[src/rtl/run_seq_pkg.sv]
package run_seq_pkg;
  localparam logic [3:0] CMD_START  = 4'd1;
  localparam logic [3:0] CMD_HOLD   = 4'd2;
  localparam logic [3:0] CMD_STEP   = 4'd3;
  localparam logic [3:0] CMD_RESUME = 4'd4;
  localparam logic [3:0] CMD_SRST   = 4'd5;

  typedef enum logic [2:0] {
    ST_IDLE   = 3'd0,
    ST_METRIC = 3'd1,
    ST_TRACE  = 3'd2,
    ST_PAUSED = 3'd3,
    ST_EHALT  = 3'd4
  } seq_state_t;

  typedef struct packed {
    logic go;
    logic hold;
    logic step;
    logic resume;
    logic srst;
  } seq_act_t;
endpackage

[src/rtl/run_cmd_decode.sv]
module run_cmd_decode
  import run_seq_pkg::*;
(
  input  logic       clk,
  input  logic       rst_n,
  input  logic       cmd_wr,
  input  logic [3:0] cmd_code,
  input  seq_state_t state,
  output seq_act_t   act
);
  logic in_phase;
  assign in_phase = (state == ST_METRIC) || (state == ST_TRACE);

  always_comb begin
    act = '0;
    if (cmd_wr) begin
      unique case (cmd_code)
        CMD_START:  act.go     = (state == ST_IDLE);
        CMD_HOLD:   act.hold   = in_phase;
        CMD_STEP:   act.step   = (state == ST_PAUSED);
        CMD_RESUME: act.resume = (state == ST_PAUSED);
        CMD_SRST:   act.srst   = 1'b1;
        default:    act = '0;
      endcase
    end
  end


  act_without_write_chk: assert property (@(posedge clk) disable iff (!rst_n)
    !cmd_wr |-> (act == '0));
endmodule

[src/rtl/run_stage_count.sv]
module run_stage_count #(
  parameter int STAGE_W = 17,
  parameter int EXTRA_W = 8
) (
  input  logic               clk,
  input  logic               rst_n,
  input  logic               clear,
  input  logic               tick,
  input  logic [STAGE_W-1:0] frame_len,
  input  logic [EXTRA_W-1:0] tail_len,
  input  logic [EXTRA_W-1:0] conv_len,
  input  logic               conv_mode,
  output logic [STAGE_W-1:0] cnt
);
  localparam int SUM_W = STAGE_W + 1;

  logic [SUM_W-1:0] limit;
  logic [EXTRA_W-1:0] extra;
  logic below;

  assign extra = conv_mode ? conv_len : tail_len;
  assign limit = {1'b0, frame_len} + SUM_W'(extra);
  assign below = ({1'b0, cnt} < limit) && (cnt != {STAGE_W{1'b1}});

  always_ff @(posedge clk or negedge rst_n) begin
    if (!rst_n)              cnt <= '0;
    else if (clear)          cnt <= '0;
    else if (tick && below)  cnt <= cnt + 1'b1;
  end


  cnt_step_chk: assert property (@(posedge clk) disable iff (!rst_n)
    (cnt != $past(cnt)) |-> ((cnt == $past(cnt) + 1'b1) || (cnt == '0)));
endmodule

[src/rtl/run_fsm.sv]
module run_fsm
  import run_seq_pkg::*;
#(
  parameter int FIFO_DEPTH = 8,
  localparam int LVL_W = $clog2(FIFO_DEPTH + 1)
) (
  input  logic             clk,
  input  logic             rst_n,
  input  seq_act_t         act,
  input  logic             emu_suspend,
  input  logic             emu_free,
  input  logic             emu_soft,
  input  logic             win_done,
  input  logic             tb_done,
  input  logic             frame_done,
  input  logic [LVL_W-1:0] in_level,
  input  logic [LVL_W-1:0] out_level,
  output seq_state_t       state,
  output logic             start_pulse,
  output logic             metric_en,
  output logic             trace_en,
  output logic             soft_rst,
  output logic             sts_run,
  output logic             sts_pause,
  output logic             sts_wait_cfg,
  output logic             sts_emu_halt
);
  seq_state_t ret_state;
  logic hold_q;
  logic in_empty, out_full, stall, emu_win, emu_frame;

  assign in_empty  = (in_level == '0);
  assign out_full  = (out_level == LVL_W'(FIFO_DEPTH));
  assign emu_win   = emu_suspend && !emu_free && !emu_soft;
  assign emu_frame = emu_suspend && !emu_free && emu_soft;
  assign stall     = ((state == ST_METRIC) && in_empty) ||
                     ((state == ST_TRACE) && out_full);

  always_ff @(posedge clk or negedge rst_n) begin
    if (!rst_n) begin
      state        <= ST_IDLE;
      ret_state    <= ST_IDLE;
      hold_q       <= 1'b0;
      sts_wait_cfg <= 1'b0;
      start_pulse  <= 1'b0;
      soft_rst     <= 1'b0;
    end else begin
      start_pulse <= act.go;
      soft_rst    <= act.srst;
      if (act.srst) begin
        state        <= ST_IDLE;
        ret_state    <= ST_IDLE;
        hold_q       <= 1'b0;
        sts_wait_cfg <= 1'b0;
      end else begin
        unique case (state)
          ST_IDLE: if (act.go) begin
            state        <= ST_METRIC;
            sts_wait_cfg <= 1'b0;
          end
          ST_METRIC: begin
            if (act.hold) hold_q <= 1'b1;
            if (win_done) begin
              if (hold_q || act.hold) begin
                state  <= ST_PAUSED;
                hold_q <= 1'b0;
              end else if (emu_win) begin
                state     <= ST_EHALT;
                ret_state <= ST_TRACE;
              end else begin
                state <= ST_TRACE;
              end
            end
          end
          ST_TRACE: begin
            if (act.hold) hold_q <= 1'b1;
            if (tb_done) begin
              if (frame_done) begin
                sts_wait_cfg <= 1'b1;
                hold_q       <= 1'b0;
                if (emu_frame) begin
                  state     <= ST_EHALT;
                  ret_state <= ST_IDLE;
                end else begin
                  state <= ST_IDLE;
                end
              end else begin
                state <= ST_METRIC;
              end
            end
          end
          ST_PAUSED: begin
            if (act.step) begin
              state  <= ST_TRACE;
              hold_q <= 1'b1;
            end else if (act.resume) begin
              state  <= ST_TRACE;
              hold_q <= 1'b0;
            end
          end
          ST_EHALT: if (!emu_suspend || emu_free) state <= ret_state;
          default: state <= ST_IDLE;
        endcase
      end
    end
  end

  assign metric_en    = (state == ST_METRIC) && !in_empty;
  assign trace_en     = (state == ST_TRACE) && !out_full;
  assign sts_pause    = (state == ST_PAUSED) || stall;
  assign sts_run      = ((state == ST_METRIC) || (state == ST_TRACE)) && !stall;
  assign sts_emu_halt = (state == ST_EHALT);


  run_pause_excl_chk: assert property (@(posedge clk) disable iff (!rst_n)
    !(sts_run && sts_pause));


  start_cause_chk: assert property (@(posedge clk) disable iff (!rst_n)
    start_pulse |-> $past(act.go));


  wait_cfg_rise_chk: assert property (@(posedge clk) disable iff (!rst_n)
    $rose(sts_wait_cfg) |-> $past(tb_done && frame_done));


  emu_halt_quiet_chk: assert property (@(posedge clk) disable iff (!rst_n)
    sts_emu_halt |-> (!metric_en && !trace_en && !sts_run));


  pause_entry_chk: assert property (@(posedge clk) disable iff (!rst_n)
    (state == ST_PAUSED && $past(state) == ST_METRIC) |-> $past(win_done));
endmodule

[src/rtl/trellis_run_seq.sv]
module trellis_run_seq
  import run_seq_pkg::*;
#(
  parameter int STAGE_W    = 17,
  parameter int EXTRA_W    = 8,
  parameter int FIFO_DEPTH = 8,
  localparam int LVL_W = $clog2(FIFO_DEPTH + 1)
) (
  input  logic               clk,
  input  logic               rst_n,
  input  logic               cmd_wr,
  input  logic [3:0]         cmd_code,
  input  logic               emu_suspend,
  input  logic               emu_free,
  input  logic               emu_soft,
  input  logic               win_done,
  input  logic               tb_done,
  input  logic               frame_done,
  input  logic               stage_tick,
  input  logic [LVL_W-1:0]   in_level,
  input  logic [LVL_W-1:0]   out_level,
  input  logic [STAGE_W-1:0] frame_len,
  input  logic [EXTRA_W-1:0] tail_len,
  input  logic [EXTRA_W-1:0] conv_len,
  input  logic               conv_mode,
  output logic               start_pulse,
  output logic               metric_en,
  output logic               trace_en,
  output logic               soft_rst,
  output logic               sts_run,
  output logic               sts_pause,
  output logic               sts_wait_cfg,
  output logic               sts_emu_halt,
  output logic [STAGE_W-1:0] stage_cnt
);
  seq_state_t state;
  seq_act_t   act;

  run_cmd_decode u_dec (
    .clk(clk), .rst_n(rst_n), .cmd_wr(cmd_wr), .cmd_code(cmd_code),
    .state(state), .act(act)
  );

  run_fsm #(.FIFO_DEPTH(FIFO_DEPTH)) u_fsm (
    .clk(clk), .rst_n(rst_n), .act(act),
    .emu_suspend(emu_suspend), .emu_free(emu_free), .emu_soft(emu_soft),
    .win_done(win_done), .tb_done(tb_done), .frame_done(frame_done),
    .in_level(in_level), .out_level(out_level), .state(state),
    .start_pulse(start_pulse), .metric_en(metric_en), .trace_en(trace_en),
    .soft_rst(soft_rst), .sts_run(sts_run), .sts_pause(sts_pause),
    .sts_wait_cfg(sts_wait_cfg), .sts_emu_halt(sts_emu_halt)
  );

  run_stage_count #(.STAGE_W(STAGE_W), .EXTRA_W(EXTRA_W)) u_cnt (
    .clk(clk), .rst_n(rst_n), .clear(act.go || act.srst),
    .tick(stage_tick && metric_en), .frame_len(frame_len),
    .tail_len(tail_len), .conv_len(conv_len), .conv_mode(conv_mode),
    .cnt(stage_cnt)
  );


  srst_clears_cnt_chk: assert property (@(posedge clk) disable iff (!rst_n)
    soft_rst |-> (stage_cnt == '0 && !sts_wait_cfg));
endmodule

[config.mk]
export PLATFORM = sky130hd
export DESIGN_NAME = trellis_run_seq
export DESIGN_NICKNAME = d
export VERILOG_FILES = /design/src/rtl/run_seq_pkg.sv /design/src/rtl/run_cmd_decode.sv /design/src/rtl/run_stage_count.sv /design/src/rtl/run_fsm.sv /design/src/rtl/trellis_run_seq.sv
export SDC_FILE = /design/constraint.sdc
export NUM_CORES = 1
export LEC_CHECK = 0
export ABC_CLOCK_PERIOD_IN_PS = 3630
export BUFFER_PORTS_ARGS = -buffer_cell sky130_fd_sc_hd__buf_2
export CAP_MARGIN = 15
export CORE_ASPECT_RATIO = 0.7
export CORE_MARGIN = 2
export CORE_UTILIZATION = 25
export CTS_CLUSTER_DIAMETER = 100
export DETAILED_ROUTE_END_ITERATION = 7
export GPL_TIMING_DRIVEN = 0
export PLACE_DENSITY_LB_ADDON = 0.2
export SYNTH_ARGS = -nofsm -noshare
export SYNTH_HDL_FRONTEND = slang
export SYNTH_SLANG_ARGS = --single-unit
[constraint.sdc]
create_clock -name clk -period 3.63 [get_ports clk]
set_clock_uncertainty 0.15 [all_clocks]
set_input_delay 0.363 -clock clk [delete_from_list [all_inputs] [get_ports clk]]
set_output_delay 0.363 -clock clk [all_outputs]
set_load 0.01 [all_outputs]
==> flow_summary.ini <==
[critical_path]
ff2ff_setup_slack_ns = 0.29
critPathCaptureType = flop
cp_max_fo = 8
cp.arrival_ns = 3.83
timing.critical_path.from = conv_mode
cp-start-kind = input port
reg2reg_depth = 13
r2r-end = u_cnt.cnt[9]
crit_required_ns = 3.66
r2r_start = u_cnt.cnt[4]
worstSetupPathType = in -> reg
setup.worst_path.end = u_cnt.cnt[8]

[power_and_ir_drop]
power.leakage_uw = 0.001691
ir_drop_mv = 0.1890
powerDensity_nw_per_um2 = 370.0

[cells_and_area]
area_growth_pct = 34.03
fill_cells = 1155
seq_area_sq_um = 625.6
fin_nets = 496
layout-drive-gt1-share_pct = 37.14
multi_input_area_sq_um = 2208
utilization_pct = 34.03
antennaDiodeCount = 0

[outcome]
status = finished with violations
violations = setup timing

[synth]
synth_nets = 403
synth_compound_area_share_pct = 16.74
synthesis.area_sq_um = 2765
synth_ff_type = dfrtp_1
synth-async-reset-ratio_pct = 100.0
ys_seq_area_share_pct = 22.62
synthMuxAreaShare_pct = 9.729
post_synth.cell_area_avg_sq_um = 8.641
synth-seq-cells = 25
yosysUniqueCellTypes = 63
synth_edf_count = 0
yosysWarnings = 0
synth-simple-area-share_pct = 29.46
synth_cells = 320
synth_xor_area_share_pct = 5.068
synth_top_family_by_area = simple AND/OR/NAND/NOR gates
synth_fa_ha_area_share_pct = 12.49

[floorplan]
die_area_sq_um = 11930
num_io_pins = 81
rows = 32
die_w_um = 129.7
coreArea_sq_um = 10890
initial_core_util_pct = 25.39
die_h_um = 91.99

[route]
viasPerCell = 4.913
drtIter0Drc = 166
drc_errors = 0
via_count = 2776
wl_per_cell_um = 14.58
drt_wl_total_um = 8239
final_antenna_net_count = 0
drt-pass1-iter-count = 4

[grt]
grt_first_pass_wirelength_um = 12860
overflow = 0
grt_antenna_before_repair = 0
top_usage_layer = met1
grt_util_met3_pct = 1.867
met1_usage_pct = 22.40
track_usage_pct = 13.36
grt_max_degree = 26
met2_usage_pct = 18.19
grt_pass1_vias = 2462

[run]
drv_cap = 0

[cts]
cts-root-buf = clkbuf_16
cts.sinks = 25
cts_max_level = 1
cts_made_buffers = 3
cts.clk_slew.worst_paths_ns = 0.07
cts_tree = done
clock_latency_ns = 0.26
clk_path_buf_depth = 2

[placed_design]
portBuffers = 79
dp_hpwl_um = 6396
globalplace.congestion = 0.8601

[timing]
clock.fmax_ghz = 0.2628
fin_crit_sh_pct = 104.8
maxSlewHeadroom_pct = 57.71
setup_violations = 17
hold_violations = 0
tightest_slew_ns = 0.6343
rsz0062_at_grt = yes
drv_slew = 0
worst_slack_ns = -0.1746
min_period_ns = 3.805
fin_hold_ws_ns = 0.2834

[min_path]
min_path_type = in -> reg
## cells by family after synthesis
group,count (synthesis)
AND/OR/NAND/NOR,145
XOR/XNOR,16
flip-flops,25
adder cells (fa/ha/maj),27
multiplexers,26
buffers and inverters,19
AO/OA/AOI/OAI,62
## layout make-up
cell class / instances / share of cell area, %
Multi-Input combinational cell: 276 / 59.59
Sequential cell: 25 / 16.88
Timing Repair Buffer: 88 / 12.73
Tap cell: 153 / 5.165
Buffer: 13 / 2.903
Clock buffer: 4 / 2.127
Inverter: 6 / 0.6077
## stage by stage
step	cells	setup WS [ns]	area, sq um	setup TNS, ns	power [uW]
6_report	565	-0.1746	3706	-2.456	1371
4_1_cts	560	-0.1778	3607	-2.099	1363
3_5_place_dp	552	-0.5875	3467	-8.725	1098
3_3_place_gp	552	-0.5693	3467	-8.686	1097
2_1_floorplan	320	-0.09597	2880	-0.8467	872.9
5_1_grt	565	-0.3533	3706	-5.605	1487
## what timing repair did
item                                   4_1_cts  5_1_grt
setup endpoints to repair                   17       17
resized for setup                            6       11
pin swaps                                    5        9
cloned                                       1        0
endpoints found under the hold margin       25        0
hold buffers                                 1        0
setup buffers                                2        5
## state kept, by name, indices dropped and copies added, names as in the netlist
name                count
u_fsm.soft_rst          1
u_fsm.hold_q            1
u_fsm.start_pulse       1
u_fsm.sts_wait_cfg      1
u_cnt.cnt              17
u_fsm.ret_state         1
u_fsm.state             3
## per-layer routing
layer / vias up / routed length [um]
met3: 2 / 336
met2: 53 / 3430
met4: 0 / 15
met1: 1342 / 4457
met5: - / 0
li1: 1379 / -
## synth_stat cells, types with 2 or more instances
library cell	instances	area (sq um)
or3_2	5	37.54
o211ai_1	2	15.01
and4_1	4	35.03
ha_1	26	325.3
nand4_1	10	62.56
o21a_1	3	22.52
buf_4	3	22.52
inv_1	6	22.52
and3b_1	2	17.52
xor2_1	9	78.83
xnor2_1	7	61.31
nor3_1	7	35.03
a31oi_1	2	12.51
nand2_1	43	161.4
nor2b_1	3	18.77
buf_2	3	15.01
nor2_1	18	67.56
or3b_2	2	17.52
mux2_2	7	78.83
a311o_1	2	20.02
mux2i_1	19	190.2
nor4b_1	2	17.52
dfrtp_1	25	625.6
a21oi_2	11	96.34
clkbuf_1	5	18.77
and3_1	2	12.51
and2_1	3	18.77
nand2b_1	8	50.05
nor3b_1	2	15.01
a21oi_1	15	75.07
nor4_4	2	42.54
or3_1	11	68.82
nand3_1	13	65.06
o22a_1	2	17.52
o21ai_0	7	35.03
a211o_1	2	17.52
## worst min-delay path by stage
stage                   from                  to  slack [ns]  cells after the start
global route        win_done  u_fsm.ret_state[1]        0.31                      3
detailed placement     rst_n       u_cnt.cnt[15]        0.27                      1
global placement       rst_n       u_cnt.cnt[12]        0.26                      1
CTS                 win_done  u_fsm.ret_state[1]        0.28                      3
floorplan              rst_n        u_cnt.cnt[0]       -0.08                      0
finish              win_done  u_fsm.ret_state[1]        0.28                      3
## critical path, cell delays in order
cell,delay (ns)
clkbuf_16,0.14
mux2_4,0.31
ha_4,0.16
inv_2,0.04
fa_2,0.20
nor2b_1,0.05
o21ai_1,0.15
nand2b_1,0.10
a311o_1,0.42
nand2_1,0.11
xor2_1,0.16
ha_1,0.27
o21a_1,0.19
a21oi_2,0.16
o41ai_2,0.10
a211o_4,0.39
buf_8,0.16
a21oi_4,0.15
mux2i_1,0.21
## placed cells by master (no fill, tap or decap), types with 6 or more instances in the layout
| cell type | netlist | layout |
|---|---|---|
| or3_1 | 11 | 11 |
| nand4_1 | 10 | 10 |
| nor2_1 | 18 | 18 |
| dfrtp_1 | 25 | 25 |
| nand2_1 | 43 | 43 |
| ha_1 | 26 | 22 |
| xor2_1 | 9 | 9 |
| a21oi_1 | 15 | 10 |
| xnor2_1 | 7 | 7 |
| o21ai_0 | 7 | 6 |
| buf_2 | 3 | 82 |
| mux2i_1 | 19 | 18 |
| nand2b_1 | 8 | 8 |
| nor3_1 | 7 | 7 |
| buf_4 | 3 | 10 |
| a21oi_2 | 11 | 11 |
| nand3_1 | 13 | 12 |
## where the power goes
group | total, uW | internal, uW | switching (uW) | leakage [uW]
Clock | 253 | 150 | 103 | 0.0000382
Sequential | 396 | 328 | 67.9 | 0.000335
Combinational | 722 | 318 | 405 | 0.00132
Total | 1370 | 796 | 575 | 0.00169
(Power assumes the default switching activity.)
